[config.mk]
export PLATFORM = sky130hd
export DESIGN_NAME = cfgbus_master
export DESIGN_NICKNAME = d
export VERILOG_FILES = /design/src/rtl/cfgbus_pkg.sv /design/src/rtl/cfgbus_tick.sv /design/src/rtl/cfgbus_shreg.sv /design/src/rtl/cfgbus_master.sv
export SDC_FILE = /design/constraint.sdc
export NUM_CORES = 1
export LEC_CHECK = 0
export ABC_CLOCK_PERIOD_IN_PS = 6100
export BUFFER_PORTS_ARGS = -buffer_cell sky130_fd_sc_hd__clkbuf_2
export CORE_MARGIN = 2
export CORE_UTILIZATION = 60
export DETAILED_ROUTE_END_ITERATION = 12
export GPL_TIMING_DRIVEN = 0
export PLACE_DENSITY = 0.85
export SETUP_SLACK_MARGIN = 0.1
export SYNTH_ARGS = -nofsm -noshare
export SYNTH_HDL_FRONTEND = slang
export SYNTH_SLANG_ARGS = --single-unit
[constraint.sdc]
create_clock -name clk -period 6.1 [get_ports clk]
set_clock_uncertainty 0.2 [all_clocks]
set_input_delay 1.22 -clock clk [delete_from_list [all_inputs] [get_ports clk]]
set_output_delay 1.22 -clock clk [all_outputs]
set_load 0.05 [all_outputs]
[src/rtl/cfgbus_pkg.sv]
package cfgbus_pkg;
   typedef enum logic [1:0] {
      ST_IDLE  = 2'd0,
      ST_SHIFT = 2'd1,
      ST_LATCH = 2'd2,
      ST_GAP   = 2'd3
   } cfg_state_e;

   localparam logic TGT_BASEBAND = 1'b0;
   localparam logic TGT_SYNTH    = 1'b1;
endpackage

[src/rtl/cfgbus_tick.sv]
module cfgbus_tick #(
   parameter int HALF_DIV = 13
) (
   input  logic clk,
   input  logic rst_n,
   input  logic run,
   output logic tick
);
   generate
      if (HALF_DIV < 1) begin : g_bad_div
         $error("cfgbus_tick: HALF_DIV must be at least 1");
      end

      if (HALF_DIV == 1) begin : g_every_cycle
         assign tick = run;
      end else begin : g_counter
         localparam int CW = $clog2(HALF_DIV) + 1;
         logic [CW-1:0] cnt_q;
         logic          at_end;

         assign at_end = (cnt_q == CW'(HALF_DIV - 1));
         assign tick   = run && at_end;

         always_ff @(posedge clk or negedge rst_n) begin
            if (!rst_n) begin
               cnt_q <= '0;
            end else if (!run || at_end) begin
               cnt_q <= '0;
            end else begin
               cnt_q <= cnt_q + 1'b1;
            end
         end
      end
   endgenerate
endmodule

[src/rtl/cfgbus_shreg.sv]
module cfgbus_shreg #(
   parameter int WIDTH = 22
) (
   input  logic             clk,
   input  logic             rst_n,
   input  logic             load,
   input  logic [WIDTH-1:0] load_val,
   input  logic             shift,
   input  logic             in_bit,
   output logic [WIDTH-1:0] q,
   output logic             msb
);
   generate
      if (WIDTH < 2) begin : g_bad_width
         $error("cfgbus_shreg: WIDTH must be at least 2");
      end
   endgenerate

   always_ff @(posedge clk or negedge rst_n) begin
      if (!rst_n) begin
         q <= '0;
      end else if (load) begin
         q <= load_val;
      end else if (shift) begin
         q <= {q[WIDTH-2:0], in_bit};
      end
   end

   assign msb = q[WIDTH-1];
endmodule

[src/rtl/cfgbus_master.sv]
module cfgbus_master
   import cfgbus_pkg::*;
#(
   parameter int SYS_CLK_HZ  = 250_000_000,
   parameter int SCLK_MAX_HZ = 10_000_000,
   parameter int SCLK_HALF   = 13,
   parameter int ADDR_W      = 7,
   parameter int BB_DATA_W   = 8,
   parameter int SYN_W       = 22,
   parameter int DIN_W       = (SYN_W > BB_DATA_W) ? SYN_W : BB_DATA_W
) (
   input  logic                 clk,
   input  logic                 rst_n,
   input  logic                 bb_reset_n,
   input  logic                 req_valid,
   input  logic                 req_target,
   input  logic                 req_read,
   input  logic [ADDR_W-1:0]    req_addr,
   input  logic [DIN_W-1:0]     req_data,
   output logic                 busy,
   output logic                 rd_valid,
   output logic [BB_DATA_W-1:0] rd_data,
   output logic                 sclk,
   output logic                 sdata_o,
   output logic                 sdata_oe,
   input  logic                 sdata_i,
   output logic                 bb_as,
   output logic                 bb_rdwr,
   output logic                 bb_cs_n,
   output logic                 synth_le
);
   localparam int BB_W    = ADDR_W + BB_DATA_W;
   localparam int FRAME_W = (SYN_W > BB_W) ? SYN_W : BB_W;
   localparam int CNT_W   = $clog2(FRAME_W);
   localparam int BB_SH   = FRAME_W - BB_W;
   localparam int SY_SH   = FRAME_W - SYN_W;

   generate
      if (SYS_CLK_HZ / (2 * SCLK_HALF) > SCLK_MAX_HZ) begin : g_sclk_too_fast
         $error("cfgbus_master: SCLK_HALF too small for the serial clock limit");
      end
      if (ADDR_W < 1 || BB_DATA_W < 2 || SYN_W < 2) begin : g_bad_fields
         $error("cfgbus_master: field widths out of range");
      end
      if (DIN_W < SYN_W || DIN_W < BB_DATA_W) begin : g_bad_din
         $error("cfgbus_master: DIN_W narrower than a frame field");
      end
   endgenerate

   cfg_state_e       state_q;
   logic [CNT_W-1:0] bit_q;
   logic             is_syn_q;
   logic             is_rd_q;
   logic             gap_half_q;
   logic             sclk_q;
   logic             oe_q;
   logic             as_q;
   logic             rdwr_q;
   logic             cs_n_q;
   logic             le_q;
   logic             rv_q;

   logic             accept;
   logic             tick;
   logic             rise_now;
   logic             fall_now;
   logic             last_bit;
   logic             tx_shift;
   logic             rx_shift;
   logic             tx_msb;
   logic [FRAME_W-1:0] tx_q;
   logic [FRAME_W-1:0] frame_bb;
   logic [FRAME_W-1:0] frame_sy;
   logic [FRAME_W-1:0] frame_ld;

   assign busy   = (state_q != ST_IDLE);
   assign accept = !busy && req_valid &&
                   ((req_target == TGT_SYNTH) || bb_reset_n);

   assign frame_bb = FRAME_W'({req_addr, req_data[BB_DATA_W-1:0]}) << BB_SH;
   assign frame_sy = FRAME_W'(req_data[SYN_W-1:0]) << SY_SH;
   assign frame_ld = (req_target == TGT_SYNTH) ? frame_sy : frame_bb;

   assign rise_now = (state_q == ST_SHIFT) && tick && !sclk_q;
   assign fall_now = (state_q == ST_SHIFT) && tick && sclk_q;
   assign last_bit = is_syn_q ? (bit_q == CNT_W'(SYN_W - 1))
                              : (bit_q == CNT_W'(BB_W - 1));
   assign tx_shift = fall_now && !last_bit;
   assign rx_shift = rise_now && is_rd_q && (bit_q >= CNT_W'(ADDR_W));

   cfgbus_tick #(
      .HALF_DIV (SCLK_HALF)
   ) u_tick (
      .clk   (clk),
      .rst_n (rst_n),
      .run   (busy),
      .tick  (tick)
   );

   cfgbus_shreg #(
      .WIDTH (FRAME_W)
   ) u_tx (
      .clk      (clk),
      .rst_n    (rst_n),
      .load     (accept),
      .load_val (frame_ld),
      .shift    (tx_shift),
      .in_bit   (1'b0),
      .q        (tx_q),
      .msb      (tx_msb)
   );

   cfgbus_shreg #(
      .WIDTH (BB_DATA_W)
   ) u_rx (
      .clk      (clk),
      .rst_n    (rst_n),
      .load     (accept),
      .load_val ('0),
      .shift    (rx_shift),
      .in_bit   (sdata_i),
      .q        (rd_data),
      .msb      ()
   );

   always_ff @(posedge clk or negedge rst_n) begin
      if (!rst_n) begin
         state_q    <= ST_IDLE;
         bit_q      <= '0;
         is_syn_q   <= 1'b0;
         is_rd_q    <= 1'b0;
         gap_half_q <= 1'b0;
         sclk_q     <= 1'b0;
         oe_q       <= 1'b0;
         as_q       <= 1'b0;
         rdwr_q     <= 1'b0;
         cs_n_q     <= 1'b1;
         le_q       <= 1'b0;
         rv_q       <= 1'b0;
      end else begin
         rv_q <= 1'b0;
         unique case (state_q)
            ST_IDLE: begin
               if (accept) begin
                  state_q  <= ST_SHIFT;
                  bit_q    <= '0;
                  sclk_q   <= 1'b0;
                  oe_q     <= 1'b1;
                  is_syn_q <= req_target;
                  is_rd_q  <= (req_target == TGT_BASEBAND) && req_read;
                  if (req_target == TGT_BASEBAND) begin
                     cs_n_q <= 1'b0;
                     as_q   <= 1'b1;
                     rdwr_q <= req_read;
                  end
               end
            end
            ST_SHIFT: begin
               if (rise_now) begin
                  sclk_q <= 1'b1;
               end else if (fall_now) begin
                  sclk_q     <= 1'b0;
                  gap_half_q <= 1'b0;
                  if (last_bit) begin
                     oe_q <= 1'b0;
                     if (is_syn_q) begin
                        state_q <= ST_LATCH;
                        le_q    <= 1'b1;
                     end else begin
                        state_q <= ST_GAP;
                        cs_n_q  <= 1'b1;
                        as_q    <= 1'b0;
                        rdwr_q  <= 1'b0;
                        rv_q    <= is_rd_q;
                     end
                  end else begin
                     bit_q <= bit_q + 1'b1;
                     if (!is_syn_q && bit_q == CNT_W'(ADDR_W - 1)) begin
                        as_q <= 1'b0;
                        if (is_rd_q) begin
                           oe_q <= 1'b0;
                        end
                     end
                  end
               end
            end
            ST_LATCH: begin
               if (tick) begin
                  le_q    <= 1'b0;
                  state_q <= ST_GAP;
               end
            end
            ST_GAP: begin
               if (tick) begin
                  if (gap_half_q) begin
                     state_q <= ST_IDLE;
                  end else begin
                     gap_half_q <= 1'b1;
                  end
               end
            end
            default: state_q <= ST_IDLE;
         endcase
      end
   end

   assign sclk     = sclk_q;
   assign sdata_oe = oe_q;
   assign sdata_o  = tx_msb & oe_q;
   assign bb_as    = as_q;
   assign bb_rdwr  = rdwr_q;
   assign bb_cs_n  = cs_n_q;
   assign synth_le = le_q;
   assign rd_valid = rv_q;
endmodule

# Word-level counts from Yosys, hierarchy flattened
# Index checks and enable logic that the tools add are counted.
op_classes:
  reduce_logical: 33
  n_mux: 67
  n_bitwise: 2
  magnitude_cmp: 1
  eq_ne: 22
  n_addsub: 2
op_table:
  columns: ["operator", "n"]
  rows:
  - ["22-bit two-way mux", 3]
  - ["1-bit two-way mux", 41]
  - ["5-bit two-way mux", 5]
  - ["2-bit inequality test (second input constant)", 11]
  - ["7-bit AND reduction", 3]
  - ["8-bit two-way mux", 2]
  - ["2-bit two-way mux", 7]
  - ["1-bit case mux with 2 select lines", 7]
  - ["6-bit AND reduction", 2]
  - ["2-bit nonzero test", 6]
  - ["1-bit logical AND", 11]
  - ["5-bit by 1-bit adder with 5-bit output (second input constant)", 2]
  - ["5-bit by 4-bit equality test with 1-bit output (second input constant)", 2]
  - ["5-bit case mux with 2 select lines", 1]
  - ["3-bit inequality test (second input constant)", 3]
  - ["2-bit case mux with 4 select lines", 1]
  - ["5-bit by 3-bit equality test with 1-bit output (second input constant)", 1]
  - ["5-bit equality test (second input constant)", 1]
  - ["5-bit by 3-bit greater-or-equal comparator with 1-bit output (second input constant)", 1]
  - ["5-bit AND reduction", 1]
  - ["2-bit equality test (second input constant)", 2]
  - ["1-bit zero test", 4]
  - ["4-bit AND reduction", 1]
  - ["3-bit by 2-bit inequality test with 1-bit output (second input constant)", 1]
  - ["other kinds (7)", 8]
word_totals:
  in_bits: 36
  word_cells: 142
  register_bits: 52
  output_inout_bits: 17

# Depth between registers and ports, before layout
logic_depth:
  word_depth: 8
  ltp_mapped: 8
  ltp_nobuf: 7

# Cells and area by module
# From an unflattened synthesis, not the netlist that was laid out.
hier_totals:
  cells_unflattened: 306
  area_unflattened_um2: 3100.5
modules_own_cells:
  columns: ["mod", "area_per_inst_um2", "cells_each", "n_inst", "seq_area_each_um2"]
  rows:
  - ["cfgbus_master", 1390.1, 151, 1, 426.7]
  - ["cfgbus_shreg (u_tx)", 1051.0, 97, 1, 550.5]
  - ["cfgbus_shreg (u_rx)", 380.4, 35, 1, 200.2]
  - ["cfgbus_tick", 279.0, 23, 1, 125.1]

# Worst setup path before layout
# OpenSTA, ideal clock, no wires.
synth_path:
  path_type: "input port to flip-flop"
  start: "in req_target"
  end: "reg state_q[1]"
  cell_stages: 5
  arrival_time_ns: 2.380
  required_time_ns: 5.775
  n_path_buf: 0
  slack_ns: 3.395
  setup_time_ns: 0.125
  cell_sequence: "or3b_2 -> a32oi_1 -> o22ai_2 -> nand2_2 -> mux2_4"
synth_via:
  elab_chain_len: 4
synth_lines:
  columns: ["item", "line", "rtl"]
  rows:
  - ["start: declaration", "cfgbus_master.sv:16", "input logic req_target,"]
  - ["1-bit logical OR", "cfgbus_master.sv:78", "((req_target == TGT_SYNTH) || bb_reset_n);"]
  - ["1-bit logical AND", "cfgbus_master.sv:77", "assign accept = !busy && req_valid &&"]
  - ["2-bit inequality test (no line)", null, null]
  - ["7-bit AND reduction (no line)", null, null]
  - ["end signal: assignment", "cfgbus_master.sv:128", "state_q <= ST_IDLE;"]
  - ["end signal: assignment", "cfgbus_master.sv:145", "state_q <= ST_SHIFT;"]
  - ["end signal: assignment", "cfgbus_master.sv:167", "state_q <= ST_LATCH;"]
  - ["end: declaration", "cfgbus_master.sv:50", "cfg_state_e state_q;"]
# Every way passes these cells.
# A chain may end at the register's enable or synchronous reset.

# Worst setup path in the final report
layout_path:
  start: "reg state_q[0]"
  end: "out busy"
layout_via:
  elab_chain_len: 1
layout_lines:
  columns: ["item", "line", "rtl"]
  rows:
  - ["2-bit nonzero test", "cfgbus_master.sv:76", "assign busy = (state_q != ST_IDLE);"]
  - ["end: declaration", "cfgbus_master.sv:20", "output logic busy,"]
# Every way passes these cells.

==> results.ini <==
[status]
status = finished clean

[synth]
synth_edf_count = 0
ys_warn_count = 0
yosysMostFrequentCell = dfrtp_1
synth_area_per_cell_um2 = 9.111
ys.flop_type = dfrtp_1
seq_area_frac_synth = 0.4524
ys_seq_elements = 52
synthTopCellsByArea = dfrtp_1 (44%), nand2_1 (6.5%), o21ai_0 (6.3%), mux2i_1 (5.2%), nor2_1 (4.0%)
syn_inst = 316
synth.top_cell.area_share = 0.4433
synthTopCellsByCount = dfrtp_1 (51), nand2_1 (50), o21ai_0 (36)
async_reset_ff_frac = 1.000
synth_cell_types = 55
synth.largest_area_cell = dfrtp_1
synthesis.nets = 361
syn-cell-area_um2 = 2879

[final_layout]
area_growth_pct = 15.34
fillCellCount = 366
nNetsFinal = 421
stdcell_count = 431
diodes = 0
drive_gt1_frac = 0.2202

[detailed_routing]
vias = 2522
drt_iter0_drc = 242
wire_per_inst_um = 14.71
post-route-drc-count = 0
firstDrtPassIters = 4
vias_per_cell = 5.852
ant_nets = 0
wirelength_um = 6340

[timing]
hold_viol = 0
tightest_slew_ns = 0.6538
setup_viol = 0
slew_headroom = 0.5580
period_share = 0.5107
drv_slew = 0
finalCriticalPeriod_ns = 3.115
tns_ns = 0
grt_setup_unrepaired = false
max_clock_freq_mhz = 321.0

[setup_path]
crit_path_max_fanout = 10
cp.required_ns = 4.68
reg2reg_slack_ns = 3.57
cpPeakStageDelay_ns = 0.42
critPathKind = flop to output pin
end_kind = output pin
startpoint_type = flop
path_delay_family = buffers and inverters
arrival_ns = 1.70
critPathSlowestCell = dfrtp_1
crit_buf_inv = 3
worstPathCellList = inv_1 -> ha_1 -> clkinv_1 -> clkbuf_2

[power_and_ir_drop]
power_frac_seq = 0.586
pwr-share-clk = 0.354
total_power_w = 0.0005890
intPower_w = 0.0004445
p_comb_frac = 0.061
p_switching_w = 0.0001445
powerDensity_nw_per_um2 = 177.4
power.leakage_nw = 1.552
switching_share = 0.2453
peakVddDrop_uv = 155.1

[placement]
io_buffers = 52
hpwl_um = 4522
dp.cells = 422
gp_congestion = 0.8238

[global_route]
grt-busiest-layer = met2
grt_overflow = 0
grt_use_total = 0.2558
grt_pass1_vias = 2364
grt_max_degree = 53
grt_use_met2 = 0.4024
grt_pass1_wl_um = 10610
grt_use_met3 = 0.05075
use_met1 = 0.3505
antenna_found_initial = 0

[floorplanning]
rows = 25
dieWidth_um = 73.27
core-area_um2 = 4661
die-area_um2 = 5368
ios = 53
initial_core_util = 0.6177
die_height_um = 73.27

[cts]
clockBufferDepth = 2
cts_tree = done
h-tree-depth = 2
root_buffer = clkbuf_8
cts_setup_buffers = 0
cts.reportedPaths.clkPinSlew_ns = 0.09
clkLatencyLatePin_ns = 0.32
postCtsHoldBufs = 0
cts.sinks = 52
cts_resized = 0
cts_buffers = 5

[run]
drv_cap = 0

[min_path]
min_path_type = flop to flop

[placed cells by master, fill, tap and decap left out, drive strengths merged, types with 2 or more instances in the layout]
master and instances:
clkbuf 66, a21oi 23, and3 3, mux2i 15, nand2 51, xnor2 3, nor4 3, a22o 3
nor3 2, ha 9, nand3b 3, xor2 3, buf 11, dfrtp 51, nand3 9, o211ai 2
inv 9, a22oi 6, nand2b 2, a21o 2, o21ai 39, nor2 31, nand4 2, clkinv 2
o22ai 4
[through the flow]
step	utilization	cell area, um2	hold slack [ns]	setup WS, ns
6_report	0.7125	3321	0.2885	2.985
5_1_grt	0.7125	3321	0.3247	2.930
4_1_cts	0.7082	3301	0.2887	3.015
3_5_place_dp	0.6881	3207	0.2727	3.108
3_3_place_gp	0.6881	3207	0.2620	3.168
2_1_floorplan	-	2879	0.2418	3.395
[worst reg2reg max path: cells and delay by family, from the launching register on]
kind | cells | cell delay [ns]
muxes | 1 | 0.30
DFF | 1 | 0.42
buffers and inverters | 2 | 0.36
and+or+nand+nor | 2 | 0.57
adders and majority gates | 1 | 0.21
AOI/OAI and AO/OA | 2 | 0.36
[metal layers]
layer / vias to the layer above / part of all wire / routed length [um]
li1: 1231 / - / -
met1: 1186 / 0.42 / 2671
met2: 93 / 0.49 / 3135
met3: 12 / 0.067 / 427
met4: 0 / 0.017 / 106
met5: - / 0 / 0
[power by group through the flow]
stage | clock network, W | registers (W) | logic, W
3_3_place_gp | 0 | 0.000352 | 0.0000339
6_report | 0.000208 | 0.000345 | 0.0000357
2_1_floorplan | 0 | 0.000353 | 0.0000113
5_1_grt | 0.000226 | 0.000345 | 0.0000402
3_5_place_dp | 0 | 0.000352 | 0.0000345
4_1_cts | 0.000211 | 0.000345 | 0.0000347
[path summary, 6_finish.rpt]
path / end / depth (start not counted) / from
max in group asynchronous: u_tx.q[2]$_DFFE_PN0P_ / 2 / rst_n
max reg2reg: state_q[1]$_DFFE_PN0P_ / 8 / state_q[0]$_DFFE_PN0P_
min in group asynchronous: bb_rdwr$_DFFE_PN0P_ / 1 / rst_n
min: u_tick.g_counter.cnt_q[0]$_DFF_PN0_ / 1 / u_tick.g_counter.cnt_q[0]$_DFF_PN0_
max: busy / 4 / state_q[0]$_DFFE_PN0P_
min reg2reg: u_tick.g_counter.cnt_q[0]$_DFF_PN0_ / 1 / u_tick.g_counter.cnt_q[0]$_DFF_PN0_
[kinds of logic (layout without fill, tap and decap cells)]
logic type	Yosys count	count (layout)	synth area share
buffers and inverters	28	89	0.04998
muxes	16	16	0.05736
xor gates and xnor gates	6	6	0.01826
and+or+nand+nor	114	114	0.1843
AOI/OAI and AO/OA	91	91	0.1986
adders and majority gates	9	9	0.03911
DFF	52	52	0.4524
[registers in the layout, indices dropped and copies added (netlist names)]
name and count:
u_tx.q 22, gap_half_q 1, is_syn_q 1, bit_q 5, state_q 2, bb_rdwr 1, synth_le 1, sclk 1
rd_valid 1, bb_cs_n 1, u_tick.g_counter.cnt_q 5, is_rd_q 1, bb_as 1, u_rx.q 8, sdata_oe 1
[layout make-up]
type	count	area (um2)	share of cell area
buffer	19	110.1	0.03316
clock buffer	5	68.82	0.02072
clock inverter	3	25.02	0.007536
inverter	9	33.78	0.01017
multi-input combinational	236	1433	0.4314
sequential	52	1303	0.3922
tap	54	67.56	0.02035
timing repair buffer	53	280.3	0.08440
No activity file was read; power rests on OpenSTA's default activity.
